`src/rtl/bbvote_pkg.sv`:
```
`timescale 1ns/1ps
package bbvote_pkg;
    typedef enum logic {
        HOLD_EMPTY = 1'b0,
        HOLD_FULL  = 1'b1
    } hold_state_t;
endpackage

```
`src/rtl/bbvote_hold.sv`:
```
`timescale 1ns/1ps
module bbvote_hold
    import bbvote_pkg::*;
#(
    parameter int LANES = 4
) (
    input  logic             clk,
    input  logic             rst,
    input  logic             in_valid,
    input  logic [LANES-1:0] in_data,
    input  logic [LANES-1:0] in_phase,
    output logic [LANES-1:0] held_data,
    output logic [LANES-1:0] held_phase,
    output hold_state_t      state,
    output logic             fire
);
    hold_state_t state_nx;

    // state register
    always_ff @(posedge clk) begin
        if (rst) state <= HOLD_EMPTY;
        else     state <= state_nx;
    end

    // next state and emit strobe
    always_comb begin
        state_nx = state;
        fire     = 1'b0;
        unique case (state)
            HOLD_EMPTY: begin
                if (in_valid) state_nx = HOLD_FULL;   // prime
            end
            HOLD_FULL: begin
                fire = in_valid;                       // emit
            end
        endcase
    end

    // held word, replaced on every accepted strobe
    always_ff @(posedge clk) begin
        if (rst) begin
            held_data  <= '0;
            held_phase <= '0;
        end else if (in_valid) begin
            held_data  <= in_data;
            held_phase <= in_phase;
        end
    end
endmodule

```
`src/rtl/bbvote_lane.sv`:
```
`timescale 1ns/1ps
module bbvote_lane (
    input  logic d_here,
    input  logic d_next,
    input  logic edge_s,
    output logic early,
    output logic late
);
    logic toggles;
    always_comb begin
        toggles = d_here ^ d_next;
        early   = toggles & (edge_s == d_here);
        late    = toggles & (edge_s == d_next);
    end
endmodule

```
`src/rtl/bbvote_encode.sv`:
```
`timescale 1ns/1ps
module bbvote_encode #(
    parameter int LANES = 4,
    parameter int CNT_W = $clog2(LANES + 1)
) (
    input  logic [LANES-1:0] early_vec,
    input  logic [LANES-1:0] late_vec,
    output logic [CNT_W:0]   code
);
    logic [CNT_W-1:0] n_early;
    logic [CNT_W-1:0] n_late;
    logic             negative;
    logic [CNT_W-1:0] mag;

    always_comb begin
        n_early = '0;
        n_late  = '0;
        for (int i = 0; i < LANES; i++) begin
            n_early = n_early + CNT_W'(early_vec[i]);
            n_late  = n_late  + CNT_W'(late_vec[i]);
        end
        negative = (n_late > n_early);
        mag      = negative ? (n_late - n_early) : (n_early - n_late);
        code     = {negative, mag};
    end
endmodule

```
`src/rtl/bbvote_detector.sv`:
```
`timescale 1ns/1ps
module bbvote_detector
    import bbvote_pkg::*;
#(
    parameter int LANES = 4
) (
    input  logic                       clk,
    input  logic                       rst,
    input  logic                       in_valid,
    input  logic [LANES-1:0]           in_data,
    input  logic [LANES-1:0]           in_phase,
    output logic                       vote_valid,
    output logic [$clog2(LANES+1):0]   vote_code
);
    localparam int CNT_W  = $clog2(LANES + 1);
    localparam int CODE_W = CNT_W + 1;

    logic [LANES-1:0]  held_data;
    logic [LANES-1:0]  held_phase;
    hold_state_t       hold_st;
    logic              fire;
    logic [LANES-1:0]  early_vec;
    logic [LANES-1:0]  late_vec;
    logic [CODE_W-1:0] code_nx;

    bbvote_hold #(.LANES(LANES)) u_hold (
        .clk        (clk),
        .rst        (rst),
        .in_valid   (in_valid),
        .in_data    (in_data),
        .in_phase   (in_phase),
        .held_data  (held_data),
        .held_phase (held_phase),
        .state      (hold_st),
        .fire       (fire)
    );

    for (genvar g = 0; g < LANES; g++) begin : g_lane
        logic nxt;
        if (g == LANES - 1) begin : g_wrap
            assign nxt = in_data[0];
        end else begin : g_inner
            assign nxt = held_data[g+1];
        end
        bbvote_lane u_lane (
            .d_here (held_data[g]),
            .d_next (nxt),
            .edge_s (held_phase[g]),
            .early  (early_vec[g]),
            .late   (late_vec[g])
        );
    end

    bbvote_encode #(.LANES(LANES), .CNT_W(CNT_W)) u_enc (
        .early_vec (early_vec),
        .late_vec  (late_vec),
        .code      (code_nx)
    );

    // output register
    always_ff @(posedge clk) begin
        if (rst) begin
            vote_valid <= 1'b0;
            vote_code  <= '0;
        end else begin
            vote_valid <= fire;
            if (fire) vote_code <= code_nx;
        end
    end
endmodule

```
`config.mk`:
```
export PLATFORM = sky130hd
export DESIGN_NAME = bbvote_detector
export DESIGN_NICKNAME = d
export VERILOG_FILES = /design/src/rtl/bbvote_pkg.sv /design/src/rtl/bbvote_hold.sv /design/src/rtl/bbvote_lane.sv /design/src/rtl/bbvote_encode.sv /design/src/rtl/bbvote_detector.sv
export SDC_FILE = /design/constraint.sdc
export NUM_CORES = 1
export LEC_CHECK = 0
export ABC_CLOCK_PERIOD_IN_PS = 2600
export BUFFER_PORTS_ARGS = -buffer_cell sky130_fd_sc_hd__buf_2
export CORE_ASPECT_RATIO = 0.8
export CORE_UTILIZATION = 48
export DETAILED_ROUTE_END_ITERATION = 8
export PLACE_DENSITY = 0.72
export RECOVER_POWER = 25
export SYNTH_ARGS = -nofsm -noshare
export SYNTH_HDL_FRONTEND = slang
export SYNTH_SLANG_ARGS = --single-unit
```
`constraint.sdc`:
```
create_clock -name clk -period 2.6 [get_ports clk]
set_input_delay 0 -clock clk [delete_from_list [all_inputs] [get_ports clk]]
set_output_delay 0 -clock clk [all_outputs]
set_load 0.01 [all_outputs]
```
# Word level (Yosys, flattened, before mapping)
# Cells that the tools add are included.
[word_totals]
ff_bits = 14
in_bits = 11
elab_cells = 38
[op_classes]
addsub = 8
order_cmp = 1
eq_ne = 8
mux = 4
bitwise = 12
[ops]
columns = ["op", "n"]
rows = [
  ["$add 3x1->3", 4],
  ["$and 1x1->1", 8],
  ["$eq 1x1->1", 8],
  ["$sub 3x3->3", 2],
  ["$add 1x1->2", 2],
  ["$xor 1x1->1", 4],
  ["$gt 3x3->1", 1],
  ["$mux 1", 3],
  ["$mux 3", 1],
]

# Longest topological paths before layout
[logic_depth]
word_depth = 7
mapped_depth = 14
depth_no_buf = 13

# Modules after synthesis
# Synthesis repeated with hierarchy kept, for this count alone.
[unflattened]
hier_cells = 104
hier_area_um2 = 992.2
[modules_own_cells]
columns = ["module", "instances", "cells_each", "area_per_inst_um2", "seq_area_each_um2"]
rows = [
  ["bbvote_encode", 1, 43, 364.1, 0.0],
  ["bbvote_hold", 1, 30, 320.3, 180.2],
  ["bbvote_detector", 1, 15, 172.7, 100.1],
  ["bbvote_lane", 4, 4, 33.8, 0.0],
]

# Worst setup path after synthesis
# OpenSTA, ideal clock, no wires.
[synth_timing]
path_type = "register -> register"
from = "register u_hold.held_data[2]"
to = "register vote_code[2]"
setup_time_ns = 0.122
arrival_time_ns = 2.616
setup_slack_ns = -0.138
path_stages_with_launch = 14
n_path_buf = 0
path_cell_list = "dfxtp_1 nand2b_1 mux2i_1 ha_1 inv_1 fa_1 inv_1 ha_1 inv_1 fa_1 mux2_4 o22ai_2 a311o_1 a31oi_1"
[synth_via]
elab_chain_len = 7
[synth_rtl]
columns = ["item", "line", "source"]
rows = [
  ["from (decl)", "bbvote_hold.sv:12", "output logic [LANES-1:0] held_data,"],
  ["from (signal assigned)", "bbvote_hold.sv:45", "held_data <= in_data;"],
  ["$xor 1x1->1 / $eq 1x1->1 (equally long branches)", "bbvote_lane.sv:11, bbvote_lane.sv:13", ""],
  ["$and 1x1->1, on equally long branches", "bbvote_lane.sv:12, bbvote_lane.sv:13", ""],
  ["$add 1x1->2, on equally long branches", "bbvote_encode.sv:19, bbvote_encode.sv:20", ""],
  ["$add 3x1->3, on equally long branches (2 in series)", "bbvote_encode.sv:19, bbvote_encode.sv:20", ""],
  ["$sub 3x3->3 / $gt 3x3->1 (equally long branches)", "bbvote_encode.sv:23, bbvote_encode.sv:22", ""],
  ["$mux 3 *", "bbvote_encode.sv:23", "mag = negative ? (n_late - n_early) : (n_early - n_late);"],
  ["to (signal assigned)", "bbvote_detector.sv:67", "if (fire) vote_code <= code_nx;"],
  ["to (decl)", "bbvote_detector.sv:13", "output logic [$clog2(LANES+1):0] vote_code"],
]
# Mark *: on every way between the ends. The rest lies on a longest branch, timed or not.
# A chain may end at the register's enable or synchronous reset.

# Final worst setup path
[layout_timing]
from = "register u_hold.held_data[1]"
to = "register vote_code[2]"
[layout_via]
elab_chain_len = 7
[layout_rtl]
columns = ["item", "line", "source"]
rows = [
  ["$xor 1x1->1 (tied with other cells)", "bbvote_lane.sv:11", "toggles = d_here ^ d_next;"],
  ["$and 1x1->1, on equally long branches", "bbvote_lane.sv:12, bbvote_lane.sv:13", ""],
  ["$add 1x1->2, on equally long branches", "bbvote_encode.sv:19, bbvote_encode.sv:20", ""],
  ["$add 3x1->3, on equally long branches (2 in series)", "bbvote_encode.sv:19, bbvote_encode.sv:20", ""],
  ["$sub 3x3->3 / $gt 3x3->1 (equally long branches)", "bbvote_encode.sv:23, bbvote_encode.sv:22", ""],
  ["$mux 3 *", "bbvote_encode.sv:23", ""],
]
# Marks and branches as above.

==> metrics <==
Max transition margin=79.2%; critical path fanouts, max=5; DRT Pass-1 Iters=4; synth-to-layout area growth=36.9%; Hold Slack=0.0251 ns; Combinational Power Share=48.1%; IO Port Bufs=15; storage element area=292 um2; root buf cell=clkbuf_4; Final nets=170; Std-Cell Rows=14; Critical Path Sink Type=register; final weighted congestion of routability-driven global placement=0.898; H-tree Lvls=1; worst path required time=2.76 ns; Final Max Slew Viols=0; Reg power frac=30.9%; area occupied by multi-input gates=744 um2; worst-margin pin slew=0.312 ns; DIE AREA=0.00225 mm2; first-pass GRT wire length=3.48 mm; CP Class=reg -> reg; power share of the clock group=21.0%; Iter 0 DRT Violations=11; antenna violations before repair=0; minimum clock period=3.06 ns; total detailed-routing wirelength=2.61 mm; Detailed Place HPWL=1.57 mm; switch share=35.9%; num ports=16; # fillers=140; register area share after synthesis=28.3%; largest net degree at the start of global routing=15; Seq cells post-synth=14; Startpoint Class=register; worst hold path stage count=3; final hold violations=0; die span in x=52.8 um; hold path startpoint=in_data[0]; CTS tree=built; Num Clock Sinks=14; final worst-path cycle share=118%; RSZ-0062 raised after global routing=yes; max_cap viols=0; net switching power=0.282 mW; drt wl/cell=15.4 um; Worst Setup EP=vote_code[2]; Reg2Reg Launch Point=u_hold.held_data[1]; # diodes=0; vias per cell=5.36; Setup TNS Final=-0.764 ns; Leak=0.594 nW; arrival time worst endpoint=3.22 ns; Tot GR Track Use=21.9%; Die Y=42.6 um; Syn Nets=139; layout cells sized above 1=39.3%; failing checks=setup timing; Post-Synthesis Cells=115; pre-CTS WS=-0.257 ns; via count=906; final setup vio count=2; Worst-path clk slew=0.09 ns; Max Freq=327 MHz; clk buf depth=2; Crit Reg-Reg Endpoint=vote_code[2]; PnR worst setup slack=-0.459 ns; outcome=finished, violations left; Skew-Pair Late Insertion Delay=0.29 ns; Avg Cell Area, Syn=8.62 um2; Initial Util=51.9%; Critical Path Source=u_hold.held_data[1]; synth unique cells=26; Core ar.=0.00191 mm2; Worst R2R Setup Slack=-0.46 ns; Core Util, Final=71.0%; worst vdd ir=0.379 mV; Post-Syn Area=991 um2; gr ovfl total=0; min-delay worst type=in -> reg; Final ANT Viol Nets=0; Pwr Density=579 mW/mm2; DRC violations left=0; synth warn=0; Internal=0.504 mW; Final Skew=0.00278 ns; R2R cell count=12; number of global-route vias before repair=818; CTS Buf Count=3
==> placed cells by master (no fill, tap or decap), drive strengths merged <==
cell type	n
a31o	1
dlygate4sd3	7
o2111ai	1
a22oi	1
a32o	1
inv	13
ha	9
a311o	1
nand2	8
a21oi	5
o22ai	1
dfxtp	14
mux2	1
a21boi	1
fa	4
nor2	22
nor3b	1
clkbuf	4
o21ai	1
mux2i	13
a211oi	2
and2	1
nand2b	5
nor2b	2
buf	23
a31oi	3
==> cells in the mapped netlist <==
cell / number / area [um2]
a32o_1: 1 / 10.0
a21oi_1: 5 / 25.0
nor2_1: 22 / 82.6
a311o_1: 1 / 10.0
a22oi_1: 1 / 7.51
fa_1: 4 / 80.1
nand2b_1: 5 / 31.3
inv_1: 13 / 48.8
dfxtp_1: 14 / 280
o2111ai_1: 1 / 8.76
buf_2: 2 / 10.0
o21ai_1: 1 / 5.00
nand2_1: 8 / 30.0
ha_1: 9 / 113
and2_1: 1 / 6.26
a211oi_1: 2 / 15.0
buf_4: 1 / 7.51
a31oi_1: 3 / 18.8
o22ai_2: 1 / 12.5
clkbuf_1: 1 / 3.75
nor3b_1: 1 / 7.51
a31o_1: 1 / 8.76
mux2i_1: 13 / 130
nor2b_1: 2 / 12.5
mux2_4: 1 / 15.0
a21boi_2: 1 / 11.3
==> worst max-delay path: stages (launching register included) <==
cell      delay (ns)
dfxtp_4         0.40
nand2b_4        0.15
mux2i_1         0.10
ha_1            0.31
inv_2           0.04
fa_1            0.57
ha_2            0.20
inv_2           0.04
fa_2            0.36
mux2_4          0.29
o22ai_4         0.16
a311o_1         0.23
a31oi_1         0.07
==> logic make-up after synthesis <==
| kind of cell | share of synthesized area, % |
|---|---|
| flip-flops | 28.3 |
| multiplexers | 14.6 |
| AND/OR/NAND/NOR | 17.2 |
| adder cells (fa/ha/maj) | 19.4 |
| buffers and inverters | 7.07 |
| AO/OA/AOI/OAI | 13.4 |
==> power by group through the flow <==
stage	Clock (mW)	Combinational, mW	Sequential (mW)
finish	0.165	0.378	0.243
floorplan	0	0.198	0.248
detailed placement	0	0.308	0.247
global route	0.173	0.406	0.245
CTS	0.165	0.332	0.242
global placement	0	0.296	0.246
==> sequential cells by signal, indices dropped and copies added (netlist names) <==
register / count
vote_code: 4
u_hold.state: 1
u_hold.held_phase: 4
u_hold.held_data: 4
vote_valid: 1
==> timing repair <==
action	4_1_cts	5_1_grt
gates resized for setup	10	15
setup endpoints to repair	2	3
hold buffers	7	0
hold endpoints to repair	7	0
buffers inserted	0	1
pin swaps	2	10
==> how the worst min path moves through the flow <==
stage / endpoint / slack, ns
5_1_grt: u_hold.held_phase[3] / 0.07
4_1_cts: u_hold.held_data[0] / 0.02
3_3_place_gp: u_hold.held_phase[1] / 0.23
2_1_floorplan: u_hold.state / 0.07
6_report: u_hold.held_data[0] / 0.03
3_5_place_dp: u_hold.held_data[1] / 0.25
==> per-stage QoR <==
step | std cells | cell area, um2 | power (mW)
6_report | 169 | 1360 | 0.786
3_5_place_dp | 157 | 1160 | 0.554
5_1_grt | 169 | 1360 | 0.824
4_1_cts | 168 | 1300 | 0.739
2_1_floorplan | 115 | 1020 | 0.447
3_3_place_gp | 157 | 1160 | 0.542
==> routing by layer <==
metal / vias to the layer above / global-route usage [%] / part of all wire, %
li1: 445 / - / -
met1: 422 / 25.7 / 44
met2: 31 / 37.0 / 49
met3: 8 / 6.88 / 4.4
met4: 0 / 7.89 / 2.6
met5: - / 0 / 0
==> layout make-up <==
class / count / share of cell area, %
multi-input combinational: 84 / 54.9
clock buffer: 4 / 2.68
sequential: 14 / 21.5
tap: 24 / 2.21
inverter: 13 / 3.60
timing repair buffer: 30 / 15.1
Note: power is estimated with default switching activity, not from simulation.
